## config.mk

```make
export PLATFORM = sky130hd
export DESIGN_NAME = imm_alu_exec
export DESIGN_NICKNAME = d
export VERILOG_FILES = /design/src/rtl/imm_alu_pkg.sv /design/src/rtl/imm_ext_unit.sv /design/src/rtl/imm_add_unit.sv /design/src/rtl/imm_cmp_unit.sv /design/src/rtl/imm_alu_exec.sv
export SDC_FILE = /design/constraint.sdc
export NUM_CORES = 1
export LEC_CHECK = 0
export BUFFER_PORTS_ARGS = -buffer_cell sky130_fd_sc_hd__clkbuf_2
export CORE_MARGIN = 1
export CORE_UTILIZATION = 60
export CTS_CLUSTER_DIAMETER = 100
export DETAILED_ROUTE_END_ITERATION = 16
export PLACE_DENSITY = 0.94
export SLEW_MARGIN = 5
export SYNTH_ARGS = -nofsm -noshare
export SYNTH_HDL_FRONTEND = slang
export SYNTH_HIERARCHICAL = 1
export SYNTH_SLANG_ARGS = --single-unit
```

## constraint.sdc

```tcl
create_clock -name clk -period 4.4 [get_ports clk]
set_clock_uncertainty 0.1 [all_clocks]
set_input_delay 0.88 -clock clk [delete_from_list [all_inputs] [get_ports clk]]
set_output_delay 0.88 -clock clk [all_outputs]
set_load 0.02 [all_outputs]
```

## src/rtl/imm_alu_pkg.sv

```systemverilog
package imm_alu_pkg;
   typedef enum logic [2:0] {
      OP_ADD_TRAP = 3'd0,
      OP_ADD_WRAP = 3'd1,
      OP_LT_SGN   = 3'd2,
      OP_LT_UNS   = 3'd3,
      OP_AND      = 3'd4,
      OP_OR       = 3'd5,
      OP_XOR      = 3'd6,
      OP_UPPER    = 3'd7
   } imm_op_e;
endpackage

```

## src/rtl/imm_ext_unit.sv

```systemverilog
module imm_ext_unit #(
   parameter int XLEN = 64,
   parameter int IMMW = 16
) (
   input  logic [IMMW-1:0] imm_in,
   output logic [XLEN-1:0] imm_sext,
   output logic [XLEN-1:0] imm_zext
);
   localparam int PADW = XLEN - IMMW;
   always_comb begin
      imm_sext = {{PADW{imm_in[IMMW-1]}}, imm_in};
      imm_zext = {{PADW{1'b0}}, imm_in};
   end
endmodule

```

## src/rtl/imm_add_unit.sv

```systemverilog
module imm_add_unit #(
   parameter int WORDW = 32
) (
   input  logic [WORDW-1:0] opa,
   input  logic [WORDW-1:0] opb,
   output logic [WORDW-1:0] sum,
   output logic             ovf
);
   always_comb begin
      sum = opa + opb;
      ovf = (opa[WORDW-1] == opb[WORDW-1]) && (sum[WORDW-1] != opa[WORDW-1]);
   end
endmodule

```

## src/rtl/imm_cmp_unit.sv

```systemverilog
module imm_cmp_unit #(
   parameter int XLEN  = 64,
   parameter int WORDW = 32
) (
   input  logic [XLEN-1:0] opa,
   input  logic [XLEN-1:0] opb,
   input  logic            wide,
   input  logic            uns,
   output logic            lt
);
   logic lt_w_s, lt_w_u, lt_n_s, lt_n_u;
   always_comb begin
      lt_w_s = $signed(opa) < $signed(opb);
      lt_w_u = opa < opb;
      lt_n_s = $signed(opa[WORDW-1:0]) < $signed(opb[WORDW-1:0]);
      lt_n_u = opa[WORDW-1:0] < opb[WORDW-1:0];
      if (wide) lt = uns ? lt_w_u : lt_w_s;
      else      lt = uns ? lt_n_u : lt_n_s;
   end
endmodule

```

## src/rtl/imm_alu_exec.sv

```systemverilog
module imm_alu_exec #(
   parameter int XLEN    = 64,
   parameter int WORDW   = 32,
   parameter int IMMW    = 16,
   parameter bit REG_OUT = 1'b1
) (
   input  logic            clk,
   input  logic            rst_n,
   input  logic            in_valid,
   input  logic [2:0]      op_sel,
   input  logic [63:0]     src_val,
   input  logic [15:0]     imm,
   input  logic            wide_mode,
   output logic [63:0]     res,
   output logic            wr_en,
   output logic            ovf_trap
);
   import imm_alu_pkg::*;

   localparam int UPW  = XLEN - WORDW;
   localparam int SHFT = WORDW - IMMW;

   if (XLEN != 64 || IMMW != 16) begin : g_bad_port
      $error("imm_alu_exec: port widths are fixed at 64/16");
   end
   if (WORDW * 2 != XLEN) begin : g_bad_word
      $error("imm_alu_exec: WORDW must be half of XLEN");
   end
   if (IMMW > WORDW) begin : g_bad_imm
      $error("imm_alu_exec: IMMW must not exceed WORDW");
   end

   imm_op_e op;
   assign op = imm_op_e'(op_sel);

   logic [XLEN-1:0]  imm_s, imm_z;
   logic [WORDW-1:0] sum32;
   logic             sum_ovf;
   logic             lt_bit;

   imm_ext_unit #(.XLEN(XLEN), .IMMW(IMMW)) u_ext (
      .imm_in   (imm),
      .imm_sext (imm_s),
      .imm_zext (imm_z)
   );

   imm_add_unit #(.WORDW(WORDW)) u_add (
      .opa (src_val[WORDW-1:0]),
      .opb (imm_s[WORDW-1:0]),
      .sum (sum32),
      .ovf (sum_ovf)
   );

   imm_cmp_unit #(.XLEN(XLEN), .WORDW(WORDW)) u_cmp (
      .opa  (src_val),
      .opb  (imm_s),
      .wide (wide_mode),
      .uns  (op == OP_LT_UNS),
      .lt   (lt_bit)
   );

   logic [WORDW-1:0] word_res;
   logic [XLEN-1:0]  full_res;
   logic [XLEN-1:0]  nxt_res;
   logic             nxt_we, nxt_trap;
   logic             is_word_op;

   always_comb begin
      word_res   = '0;
      full_res   = '0;
      is_word_op = 1'b0;
      unique case (op)
         OP_ADD_TRAP, OP_ADD_WRAP: begin
            word_res   = sum32;
            is_word_op = 1'b1;
         end
         OP_UPPER: begin
            word_res   = {imm, {SHFT{1'b0}}};
            is_word_op = 1'b1;
         end
         OP_LT_SGN, OP_LT_UNS: full_res = {{(XLEN-1){1'b0}}, lt_bit};
         OP_AND:               full_res = src_val & imm_z;
         OP_OR:                full_res = src_val | imm_z;
         OP_XOR:               full_res = src_val ^ imm_z;
         default:              full_res = '0;
      endcase
      if (is_word_op)
         nxt_res = wide_mode ? {{UPW{word_res[WORDW-1]}}, word_res}
                             : {{UPW{1'b0}}, word_res};
      else
         nxt_res = wide_mode ? full_res : {{UPW{1'b0}}, full_res[WORDW-1:0]};
      nxt_trap = in_valid && (op == OP_ADD_TRAP) && sum_ovf;
      nxt_we   = in_valid && !nxt_trap;
   end

   if (REG_OUT) begin : g_reg
      logic [XLEN-1:0] res_q;
      logic            we_q, trap_q;
      always_ff @(posedge clk) begin
         if (!rst_n) begin
            res_q  <= '0;
            we_q   <= 1'b0;
            trap_q <= 1'b0;
         end else begin
            if (in_valid) res_q <= nxt_res;
            we_q   <= nxt_we;
            trap_q <= nxt_trap;
         end
      end
      assign res      = res_q;
      assign wr_en    = we_q;
      assign ovf_trap = trap_q;
   end else begin : g_comb
      assign res      = nxt_res;
      assign wr_en    = nxt_we;
      assign ovf_trap = nxt_trap;
   end
endmodule

```

==> flow_metrics.env <==
export IMPL_post_cts_hold_buffer_count=0
export IMPL_ys_ff_latch=66
export IMPL_vias=9593
export IMPL_worstPathMaxFanout=42
export IMPL_start_util=0.613
export IMPL_outcome="completed"
export IMPL_grt_setup_unrepaired="false"
export IMPL_ctsResizeCount=0
export IMPL_synth_area_leader_cell="ha_1"
export IMPL_crit_path_start_kind="primary input"
export IMPL_drc=0
export IMPL_critical_path_slowest_cell="a2111oi_0"
export IMPL_syn_avg_cell_area_um2=7.82
export IMPL_synth_ff_type="dfxtp_1"
export IMPL_syn_area_mm2=0.0106
export IMPL_cp_top_family="buffers and inverters"
export IMPL_grt_remaining_overflow=0
export IMPL_ir_drop_uv=214
export IMPL_numClockSinks=66
export IMPL_critPathArrivalTime_ps=3860
export IMPL_finalSetupViolCount=0
export IMPL_die_area_mm2=0.0182
export IMPL_min_period_ps=3710
export IMPL_io_buffers=152
export IMPL_layout_setup_ws_ps=686
export IMPL_antenna_cells=0
export IMPL_slew_headroom=0.313
export IMPL_core_mm2=0.0173
export IMPL_routabilityCongestion=0.940
export IMPL_ys_async_sr_fraction=0
export IMPL_final_max_slew_viol_count=0
export IMPL_wl_met2_um=13300
export IMPL_fp_dieH_um=135
export IMPL_first_iter_violations=690
export IMPL_synth_edff_count=0
export IMPL_yosysTopAreaCellShare=0.262
export IMPL_crit_chain="clkbuf_2, buf_4, buf_4, inv_1, ha_1, nand4_1, a2111oi_0, a211o_1, a211oi_2, xor2_1, a2bb2oi_1, mux2i_1, nand3_1, o2111a_1"
export IMPL_ant_nets=0
export IMPL_cts_made_buffers=9
export IMPL_firstDrtPassIters=7
export IMPL_grtUsageTotal=0.308
export IMPL_crit_top_cell="buf_4"
export IMPL_critPathCaptureType="register"
export IMPL_cp_slowest_stage_delay_ps=500
export IMPL_fmax_mhz=269
export IMPL_leakagePower_nw=5.77
export IMPL_preCtsSetupSlack_ps=381
export IMPL_viasPerCell=5.92
export IMPL_final_common_cell="ha_1"
export IMPL_path_clk_slew_ps=60
export IMPL_dr_wl_met3_um=2180
export IMPL_dr_max_layer_used="met4"
export IMPL_power_mw=2.51
export IMPL_max_clock_path_buffers=2
export IMPL_netlist_cell_type_count=74
export IMPL_worst_path_buf_inv=4
export IMPL_antenna_found_initial=0
export IMPL_clk_latency_ps=350
export IMPL_finalHoldViolCount=0
export IMPL_ioPinCount=153
export IMPL_worstMarginPinSlew_ps=1030
export IMPL_maxCapViolCount=0
export IMPL_drt_total_wl_um=27800
export IMPL_finalNetCount=1701
export IMPL_ys_top_cells_by_area="ha_1 (26%), dfxtp_1 (12%), buf_4 (9.9%), inv_1 (7.1%), nand2_1 (4.7%)"
export IMPL_path_class="in -> reg"
export IMPL_yosysWarningCount=6
export IMPL_met1Wirelength_um=11200
export IMPL_grt_pass1_wl_um=44700
export IMPL_fin_tns_setup_ps=0
export IMPL_root_buffer="clkbuf_16"
export IMPL_worstPathRequired_ps=4540
export IMPL_wire_per_inst_um=17.2
export IMPL_syn_inst=1356
export IMPL_final_cell_mix="ha_1 (222), inv_1 (201), clkbuf_2 (151), nand2_1 (132), a21oi_1 (90)"
export IMPL_drive_gt1_frac=0.201
export IMPL_cts_tree="yes"
export IMPL_postCtsSetupRepairBufs=0
export IMPL_powerDensity_mw_per_mm2=229
export IMPL_grt_pass1_vias=9681
export IMPL_htreeDepth=3
export IMPL_fp_row_count=48
export IMPL_detailed_place_hpwl_um=21300
export IMPL_period_share=0.844
export IMPL_grt_max_degree=71
export IMPL_yosysSeqAreaShare=0.125
export IMPL_min_path_type="reg -> reg"
export IMPL_syn_to_final_growth_pct=3.57
export IMPL_die_width_um=135
## cell usage after synthesis, types with 3 or more instances
library cell  number
nand2b_1           8
xnor2_1           20
inv_1            201
o211ai_1          10
a21oi_1           90
nand4_1           16
nor2_1            55
o21a_1             7
mux2_2            15
a21o_1            32
o21ai_0           65
mux2i_1           10
nor3_1             3
or2_2              5
a221oi_1          18
and4_1             3
nand3_1           19
buf_2             20
buf_4            140
a2bb2oi_1          8
clkbuf_1          19
a31oi_1            7
dfxtp_1           66
nor2b_1            4
buf_8              3
a211oi_2           3
o211ai_2          30
a22oi_2           30
xor2_1            11
ha_1             222
o21ai_1            9
a41oi_1            8
nand2_1          133
o21bai_1           8
o22a_1             7
a211oi_1           4
## power by group
| part | total (mW) | switching [mW] | internal, mW |
|---|---|---|---|
| combinational | 0.981 | 0.601 | 0.380 |
| sequential | 0.660 | 0.0224 | 0.638 |
| clock | 0.874 | 0.318 | 0.556 |
| total | 2.51 | 0.941 | 1.57 |
## metal layers
metal | GRT usage | vias up
met1 | 0.356 | 4513
met2 | 0.540 | 447
met3 | 0.0477 | 81
met4 | 0.172 | 0
met5 | 0 | -
li1 | - | 4552
## area by class of cell
type | instances | area, um2
multi-input combinational | 950 | 7420
fill | 1437 | 6320
sequential | 66 | 1320
timing repair buffer | 162 | 851
inverter | 202 | 758
tap | 225 | 282
clock buffer | 10 | 229
clock inverter | 6 | 115
## registers in the layout, summed over array words and instances (netlist names)
name	flops
ovf_trap	1
res	64
wr_en	1
## kinds of logic (layout without fill, tap and decap cells)
group	count (synthesis)	after routing	share of synthesized area
buf+inv	387	380	0.194
compound gates	362	362	0.256
simple gates	261	261	0.110
fa+ha+maj	223	223	0.264
flops	66	66	0.125
xor+xnor	31	31	0.0256
mux	25	25	0.0254
other cells	1	48	0.000354
## worst paths after layout
kind,endpoint,from,cells after the start,slack [ps]
min,res[25],res[25],1,350
max reg2reg,res[31],res[31],2,3510
max,res[0],imm[15],14,690
min reg2reg,res[25],res[25],1,350
## stage by stage
stage	hold slack, ps	utilization	area (um2)	cells
2_1_floorplan	461	-	10800	1403
3_3_place_gp	336	0.615	10600	1605
3_5_place_dp	339	0.615	10600	1605
4_1_cts	356	0.635	11000	1621
5_1_grt	373	0.635	11000	1621
6_report	350	0.635	11000	1621
## worst reg2reg max path, delay by kind of cell, from the launching register on
family	cells	cell delay (ps)
flip-flops	1	340
AO/OA/AOI/OAI	2	280
(Power assumes the default switching activity.)
